`config.mk`:
```
export PLATFORM = sky130hd
export DESIGN_NAME = qspi_flash_responder
export DESIGN_NICKNAME = d
export VERILOG_FILES = /design/src/rtl/qspi_flash_responder.sv
export SDC_FILE = /design/constraint.sdc
export NUM_CORES = 1
export LEC_CHECK = 0
export BUFFER_PORTS_ARGS = -buffer_cell sky130_fd_sc_hd__buf_2
export CORE_MARGIN = 2
export CORE_UTILIZATION = 35
export DETAILED_ROUTE_END_ITERATION = 6
export GPL_ROUTABILITY_DRIVEN = 1
export PLACE_DENSITY = 0.46
export SLEW_MARGIN = 0
export SYNTH_ARGS = -nofsm -noshare
export SYNTH_HDL_FRONTEND = slang
export SYNTH_SLANG_ARGS = --single-unit
```
`constraint.sdc`:
```
create_clock -name clk -period 7 [get_ports clk]
set_input_delay 0.35 -clock clk [delete_from_list [all_inputs] [get_ports clk]]
set_output_delay 0.35 -clock clk [all_outputs]
set_load 0.005 [all_outputs]
```
`src/rtl/qspi_flash_responder.sv`:
```
module qspi_flash_responder #(
  parameter logic [23:0] ID_CODE   = 24'h20BA19,
  parameter logic [4:0]  CFG_RESET = 5'b10000
) (
  input  logic       clk,
  input  logic       rst_n,
  input  logic       cs_n,
  input  logic       sclk,
  input  logic [3:0] io_in,
  output logic [3:0] io_out,
  output logic [3:0] io_oe
);

  typedef enum logic [2:0] {P_OPC, P_ADDR, P_MODE, P_DUMMY, P_DOUT, P_DIN, P_IGN} phase_t;
  typedef enum logic [1:0] {S_ID, S_STAT, S_MEM} src_t;

  phase_t      phase;
  src_t        src;
  logic [4:0]  cnt, last;
  logic [31:0] sh, sh_nx, addr;
  logic [7:0]  obuf;
  logic [2:0]  opos;
  logic [1:0]  idx;
  logic        qpi, a4, crm, dq, sclk_q;
  logic [4:0]  cfg;   // [4:1] dummy count, [0] continuous-read inhibit

  wire rise = sclk & ~sclk_q;
  wire fall = ~sclk & sclk_q;
  wire in_q = (phase == P_OPC || phase == P_DIN) ? qpi : 1'b1;
  wire [7:0] status = {5'b0, crm, a4, qpi};

  assign sh_nx = in_q ? {sh[27:0], io_in} : {sh[30:0], io_in[0]};
  assign io_oe = (!cs_n && phase == P_DOUT) ? (dq ? 4'hF : 4'b0010) : 4'h0;

  function automatic logic [7:0] memb(input logic [31:0] a);
    return a[7:0] ^ a[15:8] ^ a[23:16] ^ a[31:24] ^ 8'h5A;
  endfunction

  function automatic logic [7:0] idbyte(input logic [1:0] i);
    case (i)
      2'd0:    return ID_CODE[23:16];
      2'd1:    return ID_CODE[15:8];
      default: return ID_CODE[7:0];
    endcase
  endfunction

  always_comb begin
    case (phase)
      P_OPC, P_DIN: last = qpi ? 5'd1 : 5'd7;
      P_ADDR:       last = a4 ? 5'd7 : 5'd5;
      P_MODE:       last = 5'd1;
      P_DUMMY:      last = {1'b0, cfg[4:1]} - 5'd1;
      default:      last = 5'd31;
    endcase
  end

  wire done = (cnt == last);

  always_ff @(posedge clk) begin
    if (!rst_n) begin
      phase <= P_OPC; src <= S_STAT; cnt <= '0; sh <= '0; addr <= '0;
      obuf <= '0; opos <= '0; idx <= '0; qpi <= 1'b0; a4 <= 1'b0;
      crm <= 1'b0; dq <= 1'b0; sclk_q <= 1'b0; cfg <= CFG_RESET; io_out <= '0;
    end else begin
      sclk_q <= sclk;
      if (cs_n) begin
        phase <= crm ? P_ADDR : P_OPC;
        cnt   <= '0;
        dq    <= crm | qpi;
      end else if (rise && phase != P_DOUT && phase != P_IGN) begin
        sh  <= sh_nx;
        cnt <= done ? 5'd0 : cnt + 5'd1;
        if (done) begin
          case (phase)
            P_OPC: begin
              phase <= P_IGN;
              case (sh_nx[7:0])
                8'h9F, 8'hAF:
                  if ((sh_nx[7:0] == 8'hAF) == qpi) begin
                    phase <= P_DOUT; src <= S_ID; idx <= 2'd0;
                    obuf <= ID_CODE[23:16]; opos <= '0;
                  end
                8'h05: begin phase <= P_DOUT; src <= S_STAT; obuf <= status; opos <= '0; end
                8'hEB: begin phase <= P_ADDR; dq <= 1'b1; end
                8'h35: if (!qpi) qpi <= 1'b1;
                8'hF5: if (qpi) qpi <= 1'b0;
                8'hB7: a4 <= 1'b1;
                8'hE9: a4 <= 1'b0;
                8'h81: phase <= P_DIN;
                default: ;
              endcase
            end
            P_ADDR: begin
              addr  <= a4 ? sh_nx : {8'h0, sh_nx[23:0]};
              phase <= P_MODE;
            end
            P_MODE: begin
              crm <= (sh_nx[7:4] == 4'hA) && !cfg[0];
              if (cfg[4:1] == 4'd0) begin
                phase <= P_DOUT; src <= S_MEM; obuf <= memb(addr); opos <= '0;
              end else phase <= P_DUMMY;
            end
            P_DUMMY: begin
              phase <= P_DOUT; src <= S_MEM; obuf <= memb(addr); opos <= '0;
            end
            P_DIN: begin cfg <= sh_nx[7:3]; phase <= P_IGN; end
            default: ;
          endcase
        end
      end else if (fall && phase == P_DOUT) begin
        io_out <= dq ? (opos[0] ? obuf[3:0] : obuf[7:4]) : {2'b0, obuf[3'd7 - opos], 1'b0};
        if (opos == (dq ? 3'd1 : 3'd7)) begin
          opos <= '0;
          case (src)
            S_ID: begin
              idx  <= (idx == 2'd2) ? 2'd0 : idx + 2'd1;
              obuf <= idbyte((idx == 2'd2) ? 2'd0 : idx + 2'd1);
            end
            S_STAT: obuf <= status;
            default: begin addr <= addr + 32'd1; obuf <= memb(addr + 32'd1); end
          endcase
        end else opos <= opos + 3'd1;
      end
    end
  end

  p_out_on_fall_r12: assert property (@(posedge clk) disable iff (!rst_n)
    !$stable(io_out) |-> $past(fall));
  p_quad_sel_r9: assert property (@(posedge clk) disable iff (!rst_n)
    !$stable(qpi) |-> $past(!cs_n && rise));
  p_addr4_sel_r8: assert property (@(posedge clk) disable iff (!rst_n)
    !$stable(a4) |-> $past(!cs_n && rise));
  p_cfg_sel_r5: assert property (@(posedge clk) disable iff (!rst_n)
    !$stable(cfg) |-> $past(!cs_n && rise));
  p_crm_inhibit_r7: assert property (@(posedge clk) disable iff (!rst_n)
    $rose(crm) |-> !$past(cfg[0]));

endmodule

```
---- After elaboration in Yosys (flattened, before gate mapping) ----
Index checks and enable logic that the tools add are counted.
word-level totals
  register bits after elaboration ......... 100
  output and inout bits ................... 8
  word-level logic and storage cells ...... 179
cells by class
  $add $sub $neg .......................... 6
  magnitude comparators ................... 1
  eq/ne operators ......................... 36
  multiplexer cells ....................... 65
  bitwise operators ....................... 16
  reduce and logical (&&, ||, !) cells .... 40
operators with widths
  kind                   number
  $mux 32                8
  $eq 8x8->1 const B     7
  $mux 8                 6
  $pmux 8 s2             3
  $xor 8x8->8            6
  $mux 3                 12
  $add 32x1->32 const B  1
  $mux 2                 12
  $pmux 8 s3             1
  $pmux 5 s4             1
  $reduce_bool 2->1      9
  $mux 4                 4
  $reduce_and 8->1       2
  $pmux 3 s5             1
  $reduce_and 7->1       2
  $ne 3x3->1 const B     4
  $pmux 3 s4             1
  $reduce_and 4->1       3
  $reduce_and 5->1       2
  $pmux 3 s3             1
  $eq 8x3->1 const B     1
  $eq 8x6->1 const B     1
  $mux 1                 8
  $ne 2x1->1 const B     4
  other kinds (41)       64

---- Longest topological paths before layout ----
Gate-level depths: netlist of run 1.
  word-level depth ........................ 12
  mapped depth ............................ 13

---- Least setup slack after synthesis of run 1 ----
OpenSTA, ideal clock, no wires.
  kind .................................... register to register
  from .................................... reg cfg[1]
  to ...................................... reg addr[23]
  library setup time ...................... 0.122 ns
  data arrival time ....................... 2.551 ns
  data required time ...................... 6.878 ns
  setup slack ............................. 4.327 ns
  cell stages (with the launch flop) ...... 13
  path through ............................ dfxtp_1 inv_1 ha_1 a31oi_1 nand4_1 o311a_1 or4_1 buf_2 a21o_1 buf_2 buf_2 a21oi_1 o22ai_1
on the way
  word-level cells in the longest chain between the ends .. 5
RTL lines
  item                               RTL line  text
  from (decl)                        25        logic [4:0] cfg;
  from (signal assigned)             63        crm <= 1'b0; dq <= 1'b0; sclk_q <= 1'b0; cfg <= CFG_RESET; io_out <= '0;
  from (signal assigned)             106       P_DIN: begin cfg <= sh_nx[7:3]; phase <= P_IGN; end
  $sub 4x1->5                        52        P_DUMMY: last = {1'b0, cfg[4:1]} - 5'd1;
  $pmux 5 s4                         48        case (phase)
  $eq 5x5->1                         57        wire done = (cnt == last);
  $ne 2x2->1 (no source line)        -
  $reduce_and 6->1 (no source line)  -
  to (signal assigned)               94        addr <= a4 ? sh_nx : {8'h0, sh_nx[23:0]};
  to (signal assigned)               120       default: begin addr <= addr + 32'd1; obuf <= memb(addr + 32'd1); end
  to (decl)                          20        logic [31:0] sh, sh_nx, addr;
Every way passes these cells.
A chain may end at the register's enable or synchronous reset.

---- Worst setup path after layout of run 1 ----
  from .................................... reg phase[0]
  to ...................................... reg addr[22]
on the way
  word-level cells in the longest chain between the ends .. 8
  elaborated cells between the ends (all ways) .. 27
  classes of those cells .................. 11 x eq/ne; 7 x mux; 9 x reduce/logical
RTL lines
  item                                                                      RTL line  text
  from (decl)                                                               17        phase_t phase;
  from (signal assigned)                                                    67        phase <= crm ? P_ADDR : P_OPC;
  parallel branches: the longest is 8 deep, another holds $reduce_and 6->1  -
Several ways; the timed one is not identified. The select of a mux whose other input is x is not followed.

==> results of run 1 <==
[sequential cells by signal, summed over array words and instances, names as in the netlist, 2 cells and up]
name and cells:
addr 32, obuf 8, phase 3, io_out 4, sh 31, src 2
cfg 5, opos 3, cnt 5, idx 2
[final cells by class]
cell class                      count  area, um2
Tap cell                          234        293
Fill cell                        1947      11600
Timing Repair Buffer               20        113
Sequential cell                   100       2000
Multi-Input combinational cell    700       4370
Clock buffer                       10        229
Inverter                           14       52.6
Clock inverter                      6        116
[layout by cell type (no fill, tap or decap), types with 22 or more instances in the layout]
master | synthesis | layout
a211oi_1 | 38 | 38
a21oi_1 | 58 | 57
dfxtp_1 | 100 | 100
mux2i_1 | 41 | 41
nand2_1 | 89 | 89
nand3_1 | 26 | 26
nor2_1 | 114 | 114
nor3_1 | 22 | 22
o21ai_0 | 35 | 35
o21ai_1 | 22 | 22
xnor2_1 | 35 | 35
[where the power goes]
part,leakage [nW],switching (W),internal (W),total (W)
combinational,1.48,0.0000831,0.0000394,0.000122
clock,0.168,0.000248,0.000354,0.000603
sequential,0.811,0.0000154,0.000581,0.000596
total,2.46,0.000347,0.000974,0.00132
[through the flow]
| step | hold WS (ns) | total power (W) |
|---|---|---|
| floorplan | 0.427 | 0.000695 |
| detailed placement | 0.448 | 0.000731 |
| CTS | 0.223 | 0.00134 |
| finish | 0.226 | 0.00132 |
| global placement | 0.442 | 0.000730 |
| global route | 0.245 | 0.00137 |
[routing by layer]
layer / GRT usage / routed length, um / part of all wire
met2: 0.347 / 9860 / 0.46
met4: 0.0954 / 792 / 0.037
met3: 0.0289 / 909 / 0.043
met5: 0 / 0 / 0
met1: 0.286 / 9800 / 0.46
[worst reg2reg max path: stages, from the launching register on]
cell	delay [ns]
dfxtp_1	0.80
inv_2	0.14
a21o_1	0.21
buf_4	0.27
nor2_4	0.14
buf_4	0.50
o21ai_0	0.27
or4_1	0.66
a21oi_4	0.72
o21ai_0	0.21
a31o_2	0.28
[cells by family (layout without fill, tap and decap cells)]
family | Yosys count | count (layout) | synth area share
DFF | 100 | 100 | 0.298
muxes | 46 | 46 | 0.0728
AOI/OAI and AO/OA | 234 | 234 | 0.233
adders and majority gates | 4 | 4 | 0.00745
buffers and inverters | 79 | 50 | 0.0531
xor gates and xnor gates | 55 | 55 | 0.0728
and+or+nand+nor | 361 | 361 | 0.263
[final timing paths]
check                             start               endpoint
setup / recovery  phase[0]$_SDFFE_PN0P_  addr[22]$_SDFFE_PN0P_
hold reg to reg     cfg[0]$_SDFFE_PN0P_    cfg[0]$_SDFFE_PN0P_
hold / removal                     sclk      sclk_q$_SDFF_PN0_
setup reg to reg  phase[0]$_SDFFE_PN0P_  addr[22]$_SDFFE_PN0P_
==> flow_metrics.tcl, run 1 <==
set metrics [dict create \
    die_y_um 143 \
    synth_cell_types 79 \
    gp_congestion 0.879 \
    vias_per_cell 5.83 \
    netlist_top_cells_count "114 x nor2_1, 100 x dfxtp_1, 89 x nand2_1" \
    diodes 0 \
    clockBufferDepth 2 \
    ys_warn_count 0 \
    synth_top_area_cell "dfxtp_1" \
    final_cells 1084 \
    drcViolationCount 0 \
    grt_start_max_net_pins 72 \
    skew_ns 0.00576 \
    dieArea_um2 20300 \
    synth.area.top_cells "dfxtp_1 30%, nor2_1 6.4%, mux2i_1 6.1%, nand2_1 5.0%, xnor2_1 4.6%" \
    clock_latency_ns 0.36 \
    dp.cells 1068 \
    min_period_over_period 0.615 \
    final_core_util 0.383 \
    synth_edf_count 0 \
    hold_violations 0 \
    postCtsSetupRepairBufs 0 \
    synth-seq-cells 100 \
    numCtsBuffers 9 \
    final.setup.worst_slack_ns 2.69 \
    syn_nets 891 \
    avgRoutedWirePerCell_um 19.7 \
    r2r_slack_ns 2.69 \
    rsz0062_at_grt "false" \
    track_usage 0.215 \
    path_cells "inv_2 -> a21o_1 -> buf_4 -> nor2_4 -> buf_4 -> o21ai_0 -> or4_1 -> a21oi_4 -> o21ai_0 -> a31o_2" \
    cts.sinks 100 \
    initialDrtViolationCount 567 \
    port_buffers 15 \
    cts_max_level 3 \
    period_minus_slack_ns 4.31 \
    num_vias 6323 \
    cts_resized 0 \
    slew_viol_final 0 \
    holdCritPathClass "input port to register" \
    crit_required_ns 7.26 \
    ys.flop_type "dfxtp_1" \
    cp_top_family "compound AO/OA/AOI/OAI gates" \
    area_delta_synth_final_pct 6.89 \
    grt_antenna_before_repair 0 \
    worstHoldPathCells 2 \
    slowest_delay_ns 0.80 \
    syn_avg_cell_area_um2 7.64 \
    grt_first_pass_wirelength_mm 34.0 \
    core_area_um2 18800 \
    synthArstFlopShare 0 \
    final_cell_area_um2 7180 \
    grt_pass1_vias 5913 \
    setup-tns-final_ns 0 \
    arrival_ns 4.56 \
    synth_most_common_cell "nor2_1" \
    cap_violations 0 \
    dp_worst_setup_slack_ns 2.73 \
    num_io_pins 16 \
    power.leakage_nw 2.46 \
    drt-total-wl_mm 21.4 \
    root_buffer "clkbuf_16" \
    hold_buffers 0 \
    crit_slowest_cell "dfxtp_1" \
    drive_gt1_frac 0.0824 \
    clk_pin_slew_ns 0.07 \
    overflow 0 \
    drtPass1Iterations 5 \
    syn_area_um2 6720 \
    nNetsFinal 857 \
    critPathBufInv 3 \
    critical_path_class "register to register" \
    setup_viol 0 \
    start_util 0.358 \
    syn_inst 879 \
    outcome "finished, final reports clean" \
    path_depth 10 \
    fmax_mhz 232 \
    rows 50 \
    endpoint_kind "register" \
    max-vdd-ir-drop_mv 0.118 \
    r2r_cells 10 \
    powerDensity_nw_per_um2 184 \
    synth_top_area_frac 0.298 \
    cts_tree "built" \
    slew_headroom 0.197 \
    cp-start-kind "register" \
    post_dp_cell_area_um2 6830 \
    post-dp-hpwl_mm 15.2 \
    dieWidth_um 143 \
    ys_seq_area_frac 0.298 \
    antenna_left 0 \
    cp_max_fo 63 \
    tightest_slew_ns 1.20 \
]
(Power assumes the default switching activity.)
==> run 2, diff against run 1 <==
ABC_AREA = 1   (was not set)
PLACE_DENSITY = 0.47   (was 0.46)
clock period = 3.9 ns   (was 7 ns; I/O delays follow)
==> flow_metrics.tcl, run 2 <==
set metrics [dict create \
    outcome "finished, final reports clean" \
    worstHoldPathCells 3 \
    post-dp-hpwl_mm 17.8 \
    avgRoutedWirePerCell_um 16.2 \
    power.leakage_nw 3.43 \
    critical_path_class "register to register" \
    cap_violations 0 \
    drcViolationCount 0 \
    clk_pin_slew_ns 0.08 \
    synth_edf_count 0 \
    setup-tns-final_ns 0 \
    setup_viol 0 \
    cts_max_level 3 \
    grt_first_pass_wirelength_mm 37.9 \
    synth_top_area_cell "dfxtp_1" \
    cp_max_fo 55 \
    r2r_slack_ns 0.80 \
    track_usage 0.221 \
    syn_inst 1203 \
    diodes 0 \
    rows 52 \
    hold_end "sclk_q$_SDFF_PN0_" \
    vias_per_cell 4.96 \
    synthArstFlopShare 0 \
    slew_viol_final 0 \
    crit_required_ns 4.12 \
    min_period_over_period 0.794 \
    initialDrtViolationCount 540 \
    synth_most_common_cell "nand2_1" \
    powerDensity_nw_per_um2 291 \
    largest_reg_flops 32 \
    reg.largest.list "addr: 32 flops, sh: 31 flops, obuf: 8 flops" \
    postCtsSetupRepairBufs 0 \
    synth-seq-cells 100 \
    synth_cell_types 41 \
    layout_common_cells "337 x nand2_1, 163 x inv_1, 122 x nor2_1, 105 x nand3_1, 100 x dfxtp_1" \
    syn_avg_cell_area_um2 6.08 \
    ys_seq_area_frac 0.274 \
    worstReg2RegEnd "addr[10]$_SDFFE_PN0P_" \
    cp-start-kind "register" \
    drive_gt1_frac 0.0805 \
    dp_worst_setup_slack_ns 0.806 \
    grt_start_max_net_pins 57 \
    antenna_left 0 \
    numCtsBuffers 9 \
    num_vias 7257 \
    root_buffer "clkbuf_16" \
    final_cell_area_um2 7820 \
    syn_area_um2 7310 \
    drt-total-wl_mm 23.6 \
    final_common_cell "nand2_1" \
    port_buffers 15 \
    arrival_ns 3.32 \
    clock_latency_ns 0.36 \
    skew_ns 0.00809 \
    cts_tree "built" \
    synth.area.top_cells "dfxtp_1 27%, nand2_1 17%, inv_1 8.4%, nand3_1 7.2%, o21ai_0 6.6%" \
    ys.flop_type "dfxtp_1" \
    ys_warn_count 0 \
    r2r_cells 14 \
    max-vdd-ir-drop_mv 0.212 \
    hp-start "sclk" \
    grt_antenna_before_repair 1 \
    drtPass1Iterations 5 \
    area_delta_synth_final_pct 6.90 \
    regMostFlops "addr" \
    dieArea_um2 22100 \
    start_util 0.359 \
    clockBufferDepth 2 \
    nFillCells 2301 \
    slew_headroom 0.410 \
    gp_congestion 0.893 \
    overflow 0 \
    tightest_slew_ns 0.875 \
    num_io_pins 16 \
    r2r-start "phase[0]$_SDFFE_PN0P_" \
    cts.sinks 100 \
    rsz0062_at_grt "false" \
    post_dp_cell_area_um2 7540 \
    hold_buffers 0 \
    period_minus_slack_ns 3.10 \
    final.setup.worst_slack_ns 0.803 \
    netlist_top_cells_count "338 x nand2_1, 164 x inv_1, 123 x nor2_1" \
    holdCritPathClass "input port to register" \
    dp.cells 1447 \
    dieWidth_um 149 \
    hold_violations 0 \
    synth_top_area_frac 0.274 \
    grt_pass1_vias 6780 \
    cts_resized 0 \
    final_cells 1462 \
    core_area_um2 20400 \
    endpoint_kind "register" \
    nNetsFinal 1200 \
    fmax_mhz 323 \
    syn_nets 1215 \
    p_total_w 0.00228 \
    die_y_um 149 \
]
run 2: cell count changes in the layout (fill, tap and decap cells not counted), moves of 13 or more:
cell,previous run,this run
mux2i_1,41,4
o21ai_1,22,0
inv_1,10,163
nand2_1,89,337
xnor2_1,35,21
nand3_1,26,105
a211oi_2,1,14
a211oi_1,38,4
o21ai_0,35,96
run 2: report_power, final:
| part | internal (W) | total [W] | switching (W) |
|---|---|---|---|
| sequential | 0.00105 | 0.00107 | 0.0000206 |
| clock | 0.000437 | 0.000887 | 0.000450 |
| combinational | 0.0000843 | 0.000325 | 0.000241 |
run 2: layout make-up:
| cell class | instances | area, um2 | share of cell area |
|---|---|---|---|
| Clock inverter | 6 | 48.8 | 0.00624 |
| Multi-Input combinational cell | 885 | 4430 | 0.567 |
| Inverter | 170 | 642 | 0.0821 |
| Sequential cell | 100 | 2000 | 0.256 |
| Timing Repair Buffer | 22 | 128 | 0.0163 |
| Clock buffer | 9 | 225 | 0.0288 |
| Tap cell | 270 | 338 | 0.0432 |
run 2: critical path: stages, from the launching register on:
cell	delay [ns]
dfxtp_1	0.57
nor2_4	0.08
nand2_4	0.10
nand2_4	0.13
nand2_8	0.29
inv_4	0.09
nor2_2	0.09
nand3b_1	0.09
a21oi_2	0.19
nand3_2	0.14
nand2_2	0.14
nand2_2	0.40
buf_4	0.40
a21oi_1	0.17
a211oi_2	0.05
run 2: per-stage QoR:
stage                     hold WS, ns   util
after floorplan                 0.288      -
after global placement          0.394  0.370
after detailed placement        0.398  0.370
after CTS                      0.0199  0.384
after global routing           0.0571  0.384
final                          0.0352  0.384
run 2: logic make-up after synthesis:
| family | after synthesis | share of synthesized area |
|---|---|---|
| AND/OR/NAND/NOR | 634 | 0.380 |
| buffers and inverters | 218 | 0.121 |
| AO/OA/AOI/OAI | 205 | 0.168 |
| flip-flops | 100 | 0.274 |
| XOR/XNOR | 38 | 0.0455 |
| multiplexers | 4 | 0.00548 |
| adder cells (fa/ha/maj) | 4 | 0.00685 |
run 2: routing by layer:
layer / track usage / wire length, um
met5: 0 / 0
met4: 0.0505 / 342
met3: 0.0267 / 967
met2: 0.344 / 10300
met1: 0.327 / 12100
run 2: how the worst max path moves through the flow:
| stage | slack, ns | startpoint | end |
|---|---|---|---|
| 2_1_floorplan | 1.86 | phase[0]$_SDFFE_PN0P_ | obuf[0]$_SDFFE_PN0P_ |
| 3_3_place_gp | 0.86 | phase[0]$_SDFFE_PN0P_ | addr[10]$_SDFFE_PN0P_ |
| 3_5_place_dp | 0.81 | phase[0]$_SDFFE_PN0P_ | addr[10]$_SDFFE_PN0P_ |
| 4_1_cts | 0.78 | phase[0]$_SDFFE_PN0P_ | addr[10]$_SDFFE_PN0P_ |
| 5_1_grt | 0.46 | phase[0]$_SDFFE_PN0P_ | addr[26]$_SDFFE_PN0P_ |
| 6_report | 0.80 | phase[0]$_SDFFE_PN0P_ | addr[10]$_SDFFE_PN0P_ |
==> run 3, diff against run 2 <==
clock period = 2.8 ns   (was 3.9 ns; I/O delays follow)
==> flow_metrics.tcl, run 3 (synthesis gave the netlist of run 2 again) <==
set metrics [dict create \
    holdWs_ns 0.150 \
    nNetsFinal 1217 \
    drtPass1Iterations 5 \
    slowest_delay_ns 0.46 \
    numCtsBuffers 9 \
    r2r_slack_ns 0.27 \
    postCtsSetupRepairBufs 0 \
    regMostFlops "addr" \
    drt-total-wl_mm 23.6 \
    avgRoutedWirePerCell_um 16.0 \
    critical_path_class "register to register" \
    clockBufferDepth 2 \
    tightest_slew_ns 0.810 \
    area_delta_synth_final_pct 9.26 \
    dieArea_um2 22100 \
    endpoint_kind "register" \
    dieWidth_um 149 \
    grt_first_pass_wirelength_mm 38.1 \
    root_buffer "clkbuf_16" \
    overflow 0 \
    port_buffers 15 \
    start_util 0.359 \
    final_common_cell "nand2_1" \
    rsz0062_at_grt "false" \
    diodes 0 \
    setup-tns-final_ns 0 \
    num_io_pins 16 \
    path_cells "inv_2 -> nand2_4 -> nand2_4 -> nand2_8 -> inv_4 -> nor2_2 -> nand3b_1 -> a21oi_2 -> nand3_2 -> nand2_2 -> nand2_2 -> inv_2 -> o21ai_0 -> a21oi_1" \
    crit_required_ns 3.09 \
    largest_reg_flops 32 \
    cts_max_level 3 \
    core_area_um2 20400 \
    nFillCells 2282 \
    cp_max_fo 19 \
    p_total_w 0.00331 \
    fmax_mhz 395 \
    grt_start_max_net_pins 57 \
    track_usage 0.222 \
    clock_latency_ns 0.36 \
    reg.largest.list "addr: 32 flops, sh: 31 flops, obuf: 8 flops" \
    crit_slowest_cell "dfxtp_1" \
    setup_viol 0 \
    slew_viol_final 0 \
    cap_violations 0 \
    final.setup.worst_slack_ns 0.267 \
    slew_headroom 0.459 \
    drive_gt1_frac 0.0967 \
    num_vias 7408 \
    clk_pin_slew_ns 0.07 \
    hp-start "io_in[0]" \
    antenna_left 0 \
    initialDrtViolationCount 488 \
    die_y_um 149 \
    holdCritPathClass "input port to register" \
    grt_antenna_before_repair 0 \
    cp-start-kind "register" \
    outcome "finished, final reports clean" \
    period_minus_slack_ns 2.53 \
    powerDensity_nw_per_um2 414 \
    layout_common_cells "337 x nand2_1, 163 x inv_1, 120 x nor2_1, 104 x nand3_1, 98 x dfxtp_1" \
    final_core_util 0.392 \
    arrival_ns 2.82 \
    cts.sinks 100 \
    drcViolationCount 0 \
    max-vdd-ir-drop_mv 0.266 \
    grt_pass1_vias 6963 \
    post-dp-hpwl_mm 18.1 \
    vias_per_cell 5.01 \
    gp_congestion 0.887 \
    min_period_over_period 0.905 \
    skew_ns 0.0114 \
    rows 52 \
    dp_worst_setup_slack_ns 0.218 \
    power.leakage_nw 3.53 \
    cts_tree "built" \
    hold_violations 0 \
    r2r-start "phase[1]$_SDFFE_PN0P_" \
    crit_start "phase[1]$_SDFFE_PN0P_" \
]
[run 3: cell types whose count changed in the layout (fill, tap and decap cells not counted), sizes merged]
cell / previous run / this run
dlygate4sd3: 0 / 1
buf: 22 / 38
bufinv: 0 / 1
clkinvlp: 2 / 1
clkbuf: 9 / 10
[run 3: repair_timing]
item | 4_1_cts | 5_1_grt
endpoints found under the hold margin | 1 | 0
gates resized for setup | 0 | 6
setup endpoints to repair | 0 | 21
hold buffers | 1 | 0
[run 3: critical path, delay by kind of cell (launching register included)]
family / cells / cell delay (ns)
DFF: 1 / 0.46
and+or+nand+nor: 8 / 1.04
AOI/OAI and AO/OA: 3 / 0.47
buffers and inverters: 3 / 0.50
[run 3: routing by layer]
layer / track usage / routed length, um
met5: 0 / 0
met2: 0.339 / 10000
met1: 0.332 / 12200
met3: 0.0230 / 1030
met4: 0.0552 / 376
[run 3: area by class of cell]
class / count / area, um2 / share of cell area
well taps: 270 / 338 / 0.0423
multi-input cells: 885 / 4440 / 0.556
repair buffers: 39 / 262 / 0.0327
flip-flops and latches: 100 / 2000 / 0.251
inverters: 170 / 642 / 0.0804
clock inverters: 6 / 71.3 / 0.00893
clock buffers: 10 / 229 / 0.0287
[run 3: report_power, final]
part / total (W) / internal [W] / switching [W]
clock network: 0.00135 / 0.000706 / 0.000648
registers: 0.00148 / 0.00146 / 0.0000286
logic: 0.000470 / 0.000131 / 0.000339
total: 0.00331 / 0.00229 / 0.00101
[run 3: stage by stage]
stage,instances,area (um2)
after floorplan,1203,7310
after global placement,1463,7660
after detailed placement,1463,7660
after CTS,1480,7970
after global routing,1480,7990
final,1480,7990
[run 3: final timing paths]
check,to,cells after the start
min reg2reg,io_out[0]$_SDFFE_PN0P_,2
max,addr[26]$_SDFFE_PN0P_,14
max reg2reg,addr[26]$_SDFFE_PN0P_,14
min,sh[0]$_SDFFE_PN0P_,3
